`src/rtl/cfg_i2c_pkg.sv`:
```
package cfg_i2c_pkg;

    typedef enum logic [2:0] {
        PH_IDLE,
        PH_ADDR,
        PH_RX,
        PH_ACK,
        PH_TX,
        PH_TACK,
        PH_SKIP
    } phase_e;

endpackage

```
`src/rtl/cfg_i2c_pin_filter.sv`:
```
module cfg_i2c_pin_filter #(
    parameter int FILT_LEN = 3
) (
    input  logic clk,
    input  logic rst_n,
    input  logic pin_i,
    output logic pin_o
);
    typedef struct packed {
        logic [1:0]          sync;
        logic [FILT_LEN-1:0] hist;
        logic                lvl;
    } flt_t;

    flt_t q, d;

    always_comb begin
        d      = q;
        d.sync = {q.sync[0], pin_i};
        d.hist = {q.hist[FILT_LEN-2:0], q.sync[1]};
        if (&q.hist) begin
            d.lvl = 1'b1;
        end else if (~|q.hist) begin
            d.lvl = 1'b0;
        end
    end

    always_ff @(posedge clk or negedge rst_n) begin
        if (!rst_n) begin
            q <= '{sync: '1, hist: '1, lvl: 1'b1};
        end else begin
            q <= d;
        end
    end

    assign pin_o = q.lvl;
endmodule

```
`src/rtl/cfg_i2c_bus_events.sv`:
```
module cfg_i2c_bus_events #(
    parameter int FILT_LEN = 3
) (
    input  logic clk,
    input  logic rst_n,
    input  logic scl_i,
    input  logic sda_i,
    output logic sda_lvl,
    output logic scl_rise,
    output logic scl_fall,
    output logic start_det,
    output logic stop_det
);
    localparam int NPINS = 2;

    logic [NPINS-1:0] raw;
    logic [NPINS-1:0] filt;

    assign raw = {sda_i, scl_i};

    for (genvar g = 0; g < NPINS; g++) begin : g_pin
        cfg_i2c_pin_filter #(.FILT_LEN(FILT_LEN)) u_flt (
            .clk   (clk),
            .rst_n (rst_n),
            .pin_i (raw[g]),
            .pin_o (filt[g])
        );
    end

    typedef struct packed {
        logic scl;
        logic sda;
    } prev_t;

    prev_t q, d;

    always_comb begin
        d.scl = filt[0];
        d.sda = filt[1];
    end

    always_ff @(posedge clk or negedge rst_n) begin
        if (!rst_n) begin
            q <= '{scl: 1'b1, sda: 1'b1};
        end else begin
            q <= d;
        end
    end

    assign sda_lvl   = filt[1];
    assign scl_rise  = filt[0] & ~q.scl;
    assign scl_fall  = ~filt[0] & q.scl;
    assign start_det = filt[0] & q.scl & q.sda & ~filt[1];
    assign stop_det  = filt[0] & q.scl & ~q.sda & filt[1];
endmodule

```
`src/rtl/cfg_i2c_regfile.sv`:
```
module cfg_i2c_regfile #(
    parameter int                  NUM_REGS  = 7,
    parameter int                  IDX_W     = 3,
    parameter logic [NUM_REGS*8-1:0] RESET_VAL = '1
) (
    input  logic                  clk,
    input  logic                  rst_n,
    input  logic                  we,
    input  logic [IDX_W-1:0]      widx,
    input  logic [7:0]            wdata,
    output logic [NUM_REGS*8-1:0] bank_o
);
    logic [NUM_REGS*8-1:0] bank_d, bank_q;

    for (genvar g = 0; g < NUM_REGS; g++) begin : g_reg
        assign bank_d[g*8 +: 8] = (we && (widx == IDX_W'(g))) ? wdata : bank_q[g*8 +: 8];
    end

    always_ff @(posedge clk or negedge rst_n) begin
        if (!rst_n) begin
            bank_q <= RESET_VAL;
        end else begin
            bank_q <= bank_d;
        end
    end

    assign bank_o = bank_q;
endmodule

```
`src/rtl/cfg_i2c_slave.sv`:
```
module cfg_i2c_slave
    import cfg_i2c_pkg::*;
#(
    parameter int                    NUM_REGS  = 7,
    parameter logic [6:0]            DEV_ADDR  = 7'h69,
    parameter int                    FILT_LEN  = 3,
    parameter logic [NUM_REGS*8-1:0] RESET_VAL = 56'hFF_FF_FF_FF_FF_FF_02
) (
    input  logic                  clk,
    input  logic                  rst_n,
    input  logic                  scl_i,
    input  logic                  sda_i,
    output logic                  sda_oe_o,
    output logic [NUM_REGS*8-1:0] cfg_o
);
    localparam int IDX_W = (NUM_REGS > 1) ? $clog2(NUM_REGS) : 1;
    localparam int CNT_W = $clog2(NUM_REGS + 3);
    localparam logic [CNT_W-1:0] CNT_MAX  = CNT_W'(NUM_REGS + 2);
    localparam logic [CNT_W-1:0] CNT_DATA = CNT_W'(2);
    localparam logic [7:0]       LEN_BYTE = 8'(NUM_REGS);

    typedef struct packed {
        phase_e          ph;
        logic [3:0]      bits;
        logic [7:0]      shreg;
        logic            rd;
        logic [CNT_W-1:0] nbyte;
        logic            oe;
    } slv_t;

    slv_t q, d;

    logic             sda_lvl, scl_rise, scl_fall, ev_start, ev_stop;
    logic             we;
    logic [IDX_W-1:0] widx;
    logic [CNT_W-1:0] byte_ptr;

    cfg_i2c_bus_events #(.FILT_LEN(FILT_LEN)) u_events (
        .clk       (clk),
        .rst_n     (rst_n),
        .scl_i     (scl_i),
        .sda_i     (sda_i),
        .sda_lvl   (sda_lvl),
        .scl_rise  (scl_rise),
        .scl_fall  (scl_fall),
        .start_det (ev_start),
        .stop_det  (ev_stop)
    );

    cfg_i2c_regfile #(
        .NUM_REGS  (NUM_REGS),
        .IDX_W     (IDX_W),
        .RESET_VAL (RESET_VAL)
    ) u_regs (
        .clk    (clk),
        .rst_n  (rst_n),
        .we     (we),
        .widx   (widx),
        .wdata  (q.shreg),
        .bank_o (cfg_o)
    );

    function automatic logic [7:0] tx_byte(input logic [CNT_W-1:0] idx,
                                           input logic [NUM_REGS*8-1:0] bank);
        logic [7:0] b;
        b = 8'hFF;
        if (idx == '0) begin
            b = LEN_BYTE;
        end
        for (int i = 0; i < NUM_REGS; i++) begin
            if (idx == CNT_W'(i + 1)) begin
                b = bank[i*8 +: 8];
            end
        end
        return b;
    endfunction

    function automatic logic [CNT_W-1:0] step(input logic [CNT_W-1:0] n);
        return (n == CNT_MAX) ? n : n + CNT_W'(1);
    endfunction

    always_comb begin
        logic [CNT_W-1:0] nx;
        logic [7:0]       nb;
        d    = q;
        we   = 1'b0;
        widx = '0;
        nx   = step(q.nbyte);
        nb   = tx_byte(nx, cfg_o);
        if (ev_start) begin
            d.ph   = PH_ADDR;
            d.bits = '0;
            d.oe   = 1'b0;
        end else if (ev_stop) begin
            d.ph = PH_IDLE;
            d.oe = 1'b0;
        end else begin
            unique case (q.ph)
                PH_ADDR, PH_RX: begin
                    if (scl_rise && q.bits < 4'd8) begin
                        d.shreg = {q.shreg[6:0], sda_lvl};
                        d.bits  = q.bits + 4'd1;
                    end else if (scl_fall && q.bits == 4'd8) begin
                        if (q.ph == PH_ADDR) begin
                            if (q.shreg[7:1] == DEV_ADDR) begin
                                d.rd    = q.shreg[0];
                                d.nbyte = '0;
                                d.ph    = PH_ACK;
                                d.oe    = 1'b1;
                            end else begin
                                d.ph = PH_SKIP;
                            end
                        end else begin
                            if (q.nbyte >= CNT_DATA && q.nbyte < CNT_MAX) begin
                                we   = 1'b1;
                                widx = IDX_W'(q.nbyte - CNT_DATA);
                            end
                            d.nbyte = nx;
                            d.ph    = PH_ACK;
                            d.oe    = 1'b1;
                        end
                    end
                end
                PH_ACK: begin
                    if (scl_rise) begin
                        d.bits = 4'd9;
                    end else if (scl_fall && q.bits == 4'd9) begin
                        d.bits = '0;
                        if (q.rd) begin
                            d.shreg = tx_byte(q.nbyte, cfg_o);
                            d.oe    = ~d.shreg[7];
                            d.ph    = PH_TX;
                        end else begin
                            d.oe = 1'b0;
                            d.ph = PH_RX;
                        end
                    end
                end
                PH_TX: begin
                    if (scl_rise) begin
                        d.bits = q.bits + 4'd1;
                    end else if (scl_fall) begin
                        if (q.bits == 4'd8) begin
                            d.oe = 1'b0;
                            d.ph = PH_TACK;
                        end else begin
                            d.shreg = {q.shreg[6:0], 1'b0};
                            d.oe    = ~q.shreg[6];
                        end
                    end
                end
                PH_TACK: begin
                    if (scl_rise) begin
                        if (sda_lvl) begin
                            d.ph = PH_SKIP;
                        end else begin
                            d.bits = 4'd9;
                        end
                    end else if (scl_fall && q.bits == 4'd9) begin
                        d.nbyte = nx;
                        d.shreg = nb;
                        d.oe    = ~nb[7];
                        d.bits  = '0;
                        d.ph    = PH_TX;
                    end
                end
                default: begin
                    d.oe = 1'b0;
                end
            endcase
        end
    end

    always_ff @(posedge clk or negedge rst_n) begin
        if (!rst_n) begin
            q <= '{ph: PH_IDLE, bits: '0, shreg: '0, rd: 1'b0, nbyte: '0, oe: 1'b0};
        end else begin
            q <= d;
        end
    end

    assign sda_oe_o = q.oe;
    assign byte_ptr = q.nbyte;
endmodule

```
`config.mk`:
```
export PLATFORM = sky130hd
export DESIGN_NAME = cfg_i2c_slave
export DESIGN_NICKNAME = d
export VERILOG_FILES = /design/src/rtl/cfg_i2c_pkg.sv /design/src/rtl/cfg_i2c_pin_filter.sv /design/src/rtl/cfg_i2c_bus_events.sv /design/src/rtl/cfg_i2c_regfile.sv /design/src/rtl/cfg_i2c_slave.sv
export SDC_FILE = /design/constraint.sdc
export NUM_CORES = 1
export LEC_CHECK = 0
export BUFFER_PORTS_ARGS = -buffer_cell sky130_fd_sc_hd__buf_2
export CAP_MARGIN = 20
export CELL_PAD_IN_SITES_DETAIL_PLACEMENT = 1
export CELL_PAD_IN_SITES_GLOBAL_PLACEMENT = 2
export CORE_ASPECT_RATIO = 0.5
export CORE_UTILIZATION = 41
export CTS_CLUSTER_SIZE = 8
export DETAILED_ROUTE_END_ITERATION = 12
export PLACE_DENSITY_LB_ADDON = 0.1
export SLEW_MARGIN = 20
export SYNTH_ARGS = -nofsm -noshare
export SYNTH_HDL_FRONTEND = slang
export SYNTH_SLANG_ARGS = --single-unit
```
`constraint.sdc`:
```
create_clock -name clk -period 3.9 [get_ports clk]
set_input_delay 0.39 -clock clk [delete_from_list [all_inputs] [get_ports clk]]
set_output_delay 0.39 -clock clk [all_outputs]
set_load 0.05 [all_outputs]
```
### Word-level counts from Yosys, hierarchy flattened

Index checks and enable logic that the tools add are counted.

| word-level totals | value |
|---|---|
| register bits | 91 |
| output and inout bits | 57 |
| input bits | 4 |

| cells by class | value |
|---|---|
| equality and inequality tests | 61 |
| muxes and demuxes | 86 |
| bitwise gates (word level) | 17 |
| reductions and logical operators | 29 |
| $add $sub $neg | 3 |
| magnitude comparators | 3 |

Operators with widths:

| cell | number |
|---|---|
| 8-bit 2-to-1 mux | 28 |
| 15-bit one-hot mux with 4 select lines | 1 |
| 3-bit 2-to-1 mux | 18 |
| 4-bit inequality test (second input constant) | 12 |
| 4-bit by 3-bit == test with 1-bit output (second input constant) | 8 |
| 15-bit 2-to-1 mux | 2 |
| 2-bit inequality test (second input constant) | 14 |
| 1-bit 2-to-1 mux | 21 |
| 6-bit 2-to-1 mux | 3 |
| 17-bit 2-to-1 mux | 1 |
| 4-bit by 2-bit == test with 1-bit output (second input constant) | 4 |
| 4-bit 2-to-1 mux | 4 |
| 3-bit == test (second input constant) | 5 |
| 5-bit 2-to-1 mux | 3 |
| 7-bit 2-to-1 mux | 2 |
| 7-bit AND reduction | 2 |
| 3-bit by 2-bit == test with 1-bit output (second input constant) | 4 |
| 4-bit == test (second input constant) | 3 |
| 12-bit 2-to-1 mux | 1 |
| 12-bit AND reduction | 1 |
| 1-bit logical AND | 11 |
| 5-bit inequality test (second input constant) | 2 |
| 1-bit NOT | 10 |
| 10-bit AND reduction | 1 |
| 23 further kinds | 38 |

### Longest topological paths before layout

| logic depth | value |
|---|---|
| depth in word-level cells | 22 |
| depth in mapped cells | 11 |
| mapped depth without buffers | 8 |

### Modules after synthesis

A second synthesis with hierarchy kept.

| second synthesis, totals | value |
|---|---|
| cells, all modules | 642 |
| area total of the unflattened synthesis | 6073.3 um^2 |

By module, submodules not included:

| module | sequential area each (um^2) | area an instance (um^2) | times used | cells each |
|---|---|---|---|---|
| cfg_i2c_slave | 525.5 | 3427.0 | 1 | 490 |
| cfg_i2c_regfile | 1462.7 | 2208.4 | 1 | 126 |
| cfg_i2c_pin_filter | 157.7 | 176.4 | 2 | 10 |
| cfg_i2c_bus_events | 52.6 | 85.1 | 1 | 6 |

### Least setup slack after synthesis

OpenSTA, ideal clock, no wires.

| timing path | value |
|---|---|
| path kind | register to register |
| start | register q (netlist bit byte_ptr[1]) |
| end | register q[7] (netlist bit) |
| arrival time | 2.474 ns |
| setup slack | 1.285 ns |
| library setup time | 0.140 ns |
| buffers on the path | 2 |
| data required time | 3.760 ns |
| stages on the path, launching flop included | 11 |
| cell sequence | dfrtp_1 > clkbuf_1 > inv_1 > ha_1 > buf_2 > nand4bb_1 > a2bb2oi_1 > nand2_1 > or3_1 > a2111oi_0 > a211oi_1 |

| between the ends | value |
|---|---|
| longest elaborated chain between the ends | 18 |

Ends and longest elaborated chain:

| item | RTL line | source |
|---|---|---|
| start: declaration | cfg_i2c_slave.sv:31 | `slv_t q, d;` |
| start signal: assignment | cfg_i2c_slave.sv:176 | `q <= '{ph: PH_IDLE, bits: '0, shreg: '0, rd: 1'b0, nbyte: '0, oe: 1'b0};` |
| 4-bit by 1-bit == test with 1-bit output | cfg_i2c_slave.sv:71 | `if (idx == CNT_W'(i + 1)) begin` |
| 8-bit 2-to-1 mux (7 in series) | cfg_i2c_slave.sv:71 |  |
| 8-bit 2-to-1 mux | cfg_i2c_slave.sv:129 | `if (q.rd) begin` |
| 8-bit 2-to-1 mux | cfg_i2c_slave.sv:127 | `end else if (scl_fall && q.bits == 4'd9) begin` |
| 8-bit 2-to-1 mux | cfg_i2c_slave.sv:125 | `if (scl_rise) begin` |
| 8-bit 2-to-1 mux | cfg_i2c_slave.sv:98 | `unique case (q.ph)` |
| 8-bit 2-to-1 mux | cfg_i2c_slave.sv:94 | `end else if (ev_stop) begin` |
| 8-bit 2-to-1 mux | cfg_i2c_slave.sv:90 | `if (ev_start) begin` |
| 8-bit 2-to-1 mux | cfg_i2c_slave.sv:129 |  |
| 15-bit 2-to-1 mux | cfg_i2c_slave.sv:127 |  |
| 8-bit 2-to-1 mux | cfg_i2c_slave.sv:125 |  |
| 15-bit one-hot mux with 4 select lines (*) | cfg_i2c_slave.sv:98 |  |

Every way passes the cells marked *; elsewhere a longest branch is shown, timed or not. The select of a mux whose other input is x is not followed.
A chain may end at the register's enable or synchronous reset.

### Worst setup path in the final report

Ends and elaborated chain as after synthesis.

==> flow_summary.yaml <==
route:
  routed.top_layer: "met4"
  drt_iter0_markers: 459
  route.detailed.drc: 0
  routedLengthMet1_um: 10300
  wire_per_inst_um: 25.0
  finalWirelength_um: 21300
  wl_met3_um: 1480
  drt-pass1-iter-count: 5
  vias: 5322
  ant_nets: 0
  viasPerCell: 6.23
  route.met2.wl_um: 9430
worst_hold_path:
  hold_class: "primary input to asynchronous set/reset pin"
place:
  gp_congestion: 0.933
  pre_cts_ws_ps: 506
  placed_area_um2: 6380
  port_buffers: 60
  dp_hpwl_um: 15300
cells_and_area:
  drive_gt1_share_pct: 33.5
  layout_commonest_cell: "dfstp_2"
  antennaDiodeCount: 0
  area_delta_synth_final_pct: 13.1
  nNetsFinal: 671
  postLayoutCellArea_um2: 6700
  final_cell_mix: "dfstp_2, buf_2, mux2_2"
cts:
  htree_levels: 3
  clkSlewWorstSetupHoldPaths_ps: 70
  cts.sinks: 91
  cts_tree: "done"
  clock_latency_ps: 350
  cts_root_buffer: "clkbuf_16"
  clockBufferDepth: 2
  post_cts_buffers: 0
  cts_hold_buf: 0
  ctsResizeCount: 0
  cts_buffers: 9
global_route:
  grt_pass1_wl_um: 32700
  overflow: 0
  grt_pass1_vias: 5394
  grt_max_degree: 61
  antenna_found_initial: 0
  grt_usage_pct: 29.6
setup_path:
  cp-start-kind: "flop"
  critPathMaxStageDelay_ps: 660
  worstPathCellList: "inv_1 > ha_1 > nand4bb_1 > a2bb2oi_1 > nand2_1 > or3_1 > a2111oi_0 > a211oi_1"
  slowest_stage: "dfrtp_1"
  crit_fanout: 16
  worst_setup_path_end_kind: "flop"
  reg2reg_slack_ps: 360
  crit_type: "flop to flop"
  cp.required_ps: 4110
  worst_ep_arrival_time_ps: 3740
run_status:
  status: "complete, no violations"
timing:
  drv_slew: 0
  fin_crit_ps: 3540
  hold-worst-slack_ps: 117
  tightest_slew_ps: 777
  final.period_utilization_pct: 90.7
  timing.fmax_mhz: 283
  fin_ws_ps: 364
  skew_ps: 9.11
  setup_violations: 0
  relSlewSlack_pct: 48.2
  rsz0062_at_grt: "no"
  final-hold-violation-count: 0
  setup_tns_ps: 0
floorplan:
  die_w_um: 172
  die_area_um2: 15000
  ioPinCount: 61
  start_util_pct: 42.9
  core-area_um2: 13800
  dieHeight_um: 87.0
  rows: 30
logic_synthesis:
  ys_seq_elements: 91
  synthCells: 619
  yosys_warnings: 0
  synth_area_per_cell_um2: 9.57
  synth_edf_count: 0
  synthArstFlopShare_pct: 100
  synthDistinctLibCells: 73
  ys_seq_area_share_pct: 39.8
  syn-cell-area_um2: 5930
  synth_fp_nets: 633
  ys.flop_type: "dfstp_2"
power:
  finalPower_w: 0.00361
  p_per_area_nw_per_um2: 538
  cellLeakagePower_nw: 2.81
  peakVddDrop_mv: 0.218
run:
  max-cap-violations: 0
[through the flow]
stage                     std cells  util [%]
after floorplan                 619         -
final                           854      48.5
after global routing            854      48.5
after detailed placement        838      46.2
after global placement          838      46.2
after CTS                       854      48.5
[path summary, 6_finish.rpt]
| path | end | cells after the start | startpoint |
|---|---|---|---|
| max in group asynchronous | u_regs.bank_o[34] | 2 | rst_n |
| hold / removal | q[16] | 1 | rst_n |
| setup / recovery | q[7] | 8 | byte_ptr[1] |
| hold reg to reg | u_events.g_pin[1].u_flt.d[1] | 0 | u_events.g_pin[1].u_flt.d[5] |
| setup reg to reg | q[7] | 8 | byte_ptr[1] |
| min in group clk | u_events.g_pin[0].u_flt.d[5] | 1 | scl_i |
[metal layers]
layer	vias up	global-route usage, %
li1	2410	-
met5	-	0
met2	178	45.9
met3	16	7.04
met4	0	4.83
met1	2718	42.4
[registers in the layout, indices dropped and copies added (netlist names)]
name and cells:
u_events.q 2, q 16, u_regs.bank_o 56, byte_ptr 4, u_events.g_pin.u_flt.d 8, sda_oe_o 1, u_events.g_pin.u_flt.pin_o 2, u_events.g_pin.u_flt.q 2
[logic make-up (layout without fill, tap and decap cells)]
family	count (synthesis)	after routing	synth area share [%]
AO/OA/AOI/OAI	201	201	23.9
multiplexers	67	67	13.1
flip-flops	91	91	39.8
XOR/XNOR	4	4	0.591
buffers and inverters	69	112	4.81
adder cells (fa/ha/maj)	10	10	2.11
AND/OR/NAND/NOR	177	177	15.8
[where the power goes]
group          leakage (nW)  switching, W  internal [W]  total, W
clock                 0.155      0.000420      0.000571  0.000991
sequential             1.02      0.000241       0.00105   0.00129
combinational          1.64      0.000813      0.000512   0.00133
total                  2.81       0.00147       0.00213   0.00361
[worst max-delay path, delay by kind of cell, from the launching register on]
family	cells	cell delay, ps
buffers and inverters	1	270
AND/OR/NAND/NOR	3	910
adder cells (fa/ha/maj)	1	480
AO/OA/AOI/OAI	3	1070
flip-flops	1	660
[cell usage after synthesis, types with 4 or more instances]
cell type,n,area (um2)
a2bb2oi_1,4,35.0
buf_2,9,45.0
ha_1,10,125
nor2_1,36,135
mux2_4,8,120
o22a_1,5,43.8
nand2_1,46,173
nor3b_1,4,30.0
o211ai_1,7,52.6
a221oi_1,7,61.3
a32oi_1,11,96.3
nor2b_1,9,56.3
nor3_1,8,40.0
a22oi_1,5,37.5
a211oi_1,9,67.6
mux2_2,51,574
dfrtp_1,28,701
or3_1,5,31.3
o21ai_0,35,175
o311ai_0,4,35.0
mux2i_1,8,80.1
dfstp_2,63,1660
nand3_1,17,85.1
nand3b_1,6,45.0
a31oi_1,8,50.1
clkbuf_1,31,116
buf_1,6,22.5
o221ai_1,12,105
nand2b_1,15,93.8
o22ai_1,16,100
and2_1,12,75.1
inv_1,18,67.6
a2111oi_0,6,52.6
a21oi_1,33,165
o2bb2ai_1,5,43.8
[area by class of cell]
cell class	count	area, um2
multi-input cells	459	3280
fillers	1617	7110
flip-flops and latches	91	2360
clock inverters	6	96.3
inverters	20	75.1
clock buffers	10	229
well taps	192	240
repair buffers	76	423
No activity file was read; power rests on OpenSTA's default activity.
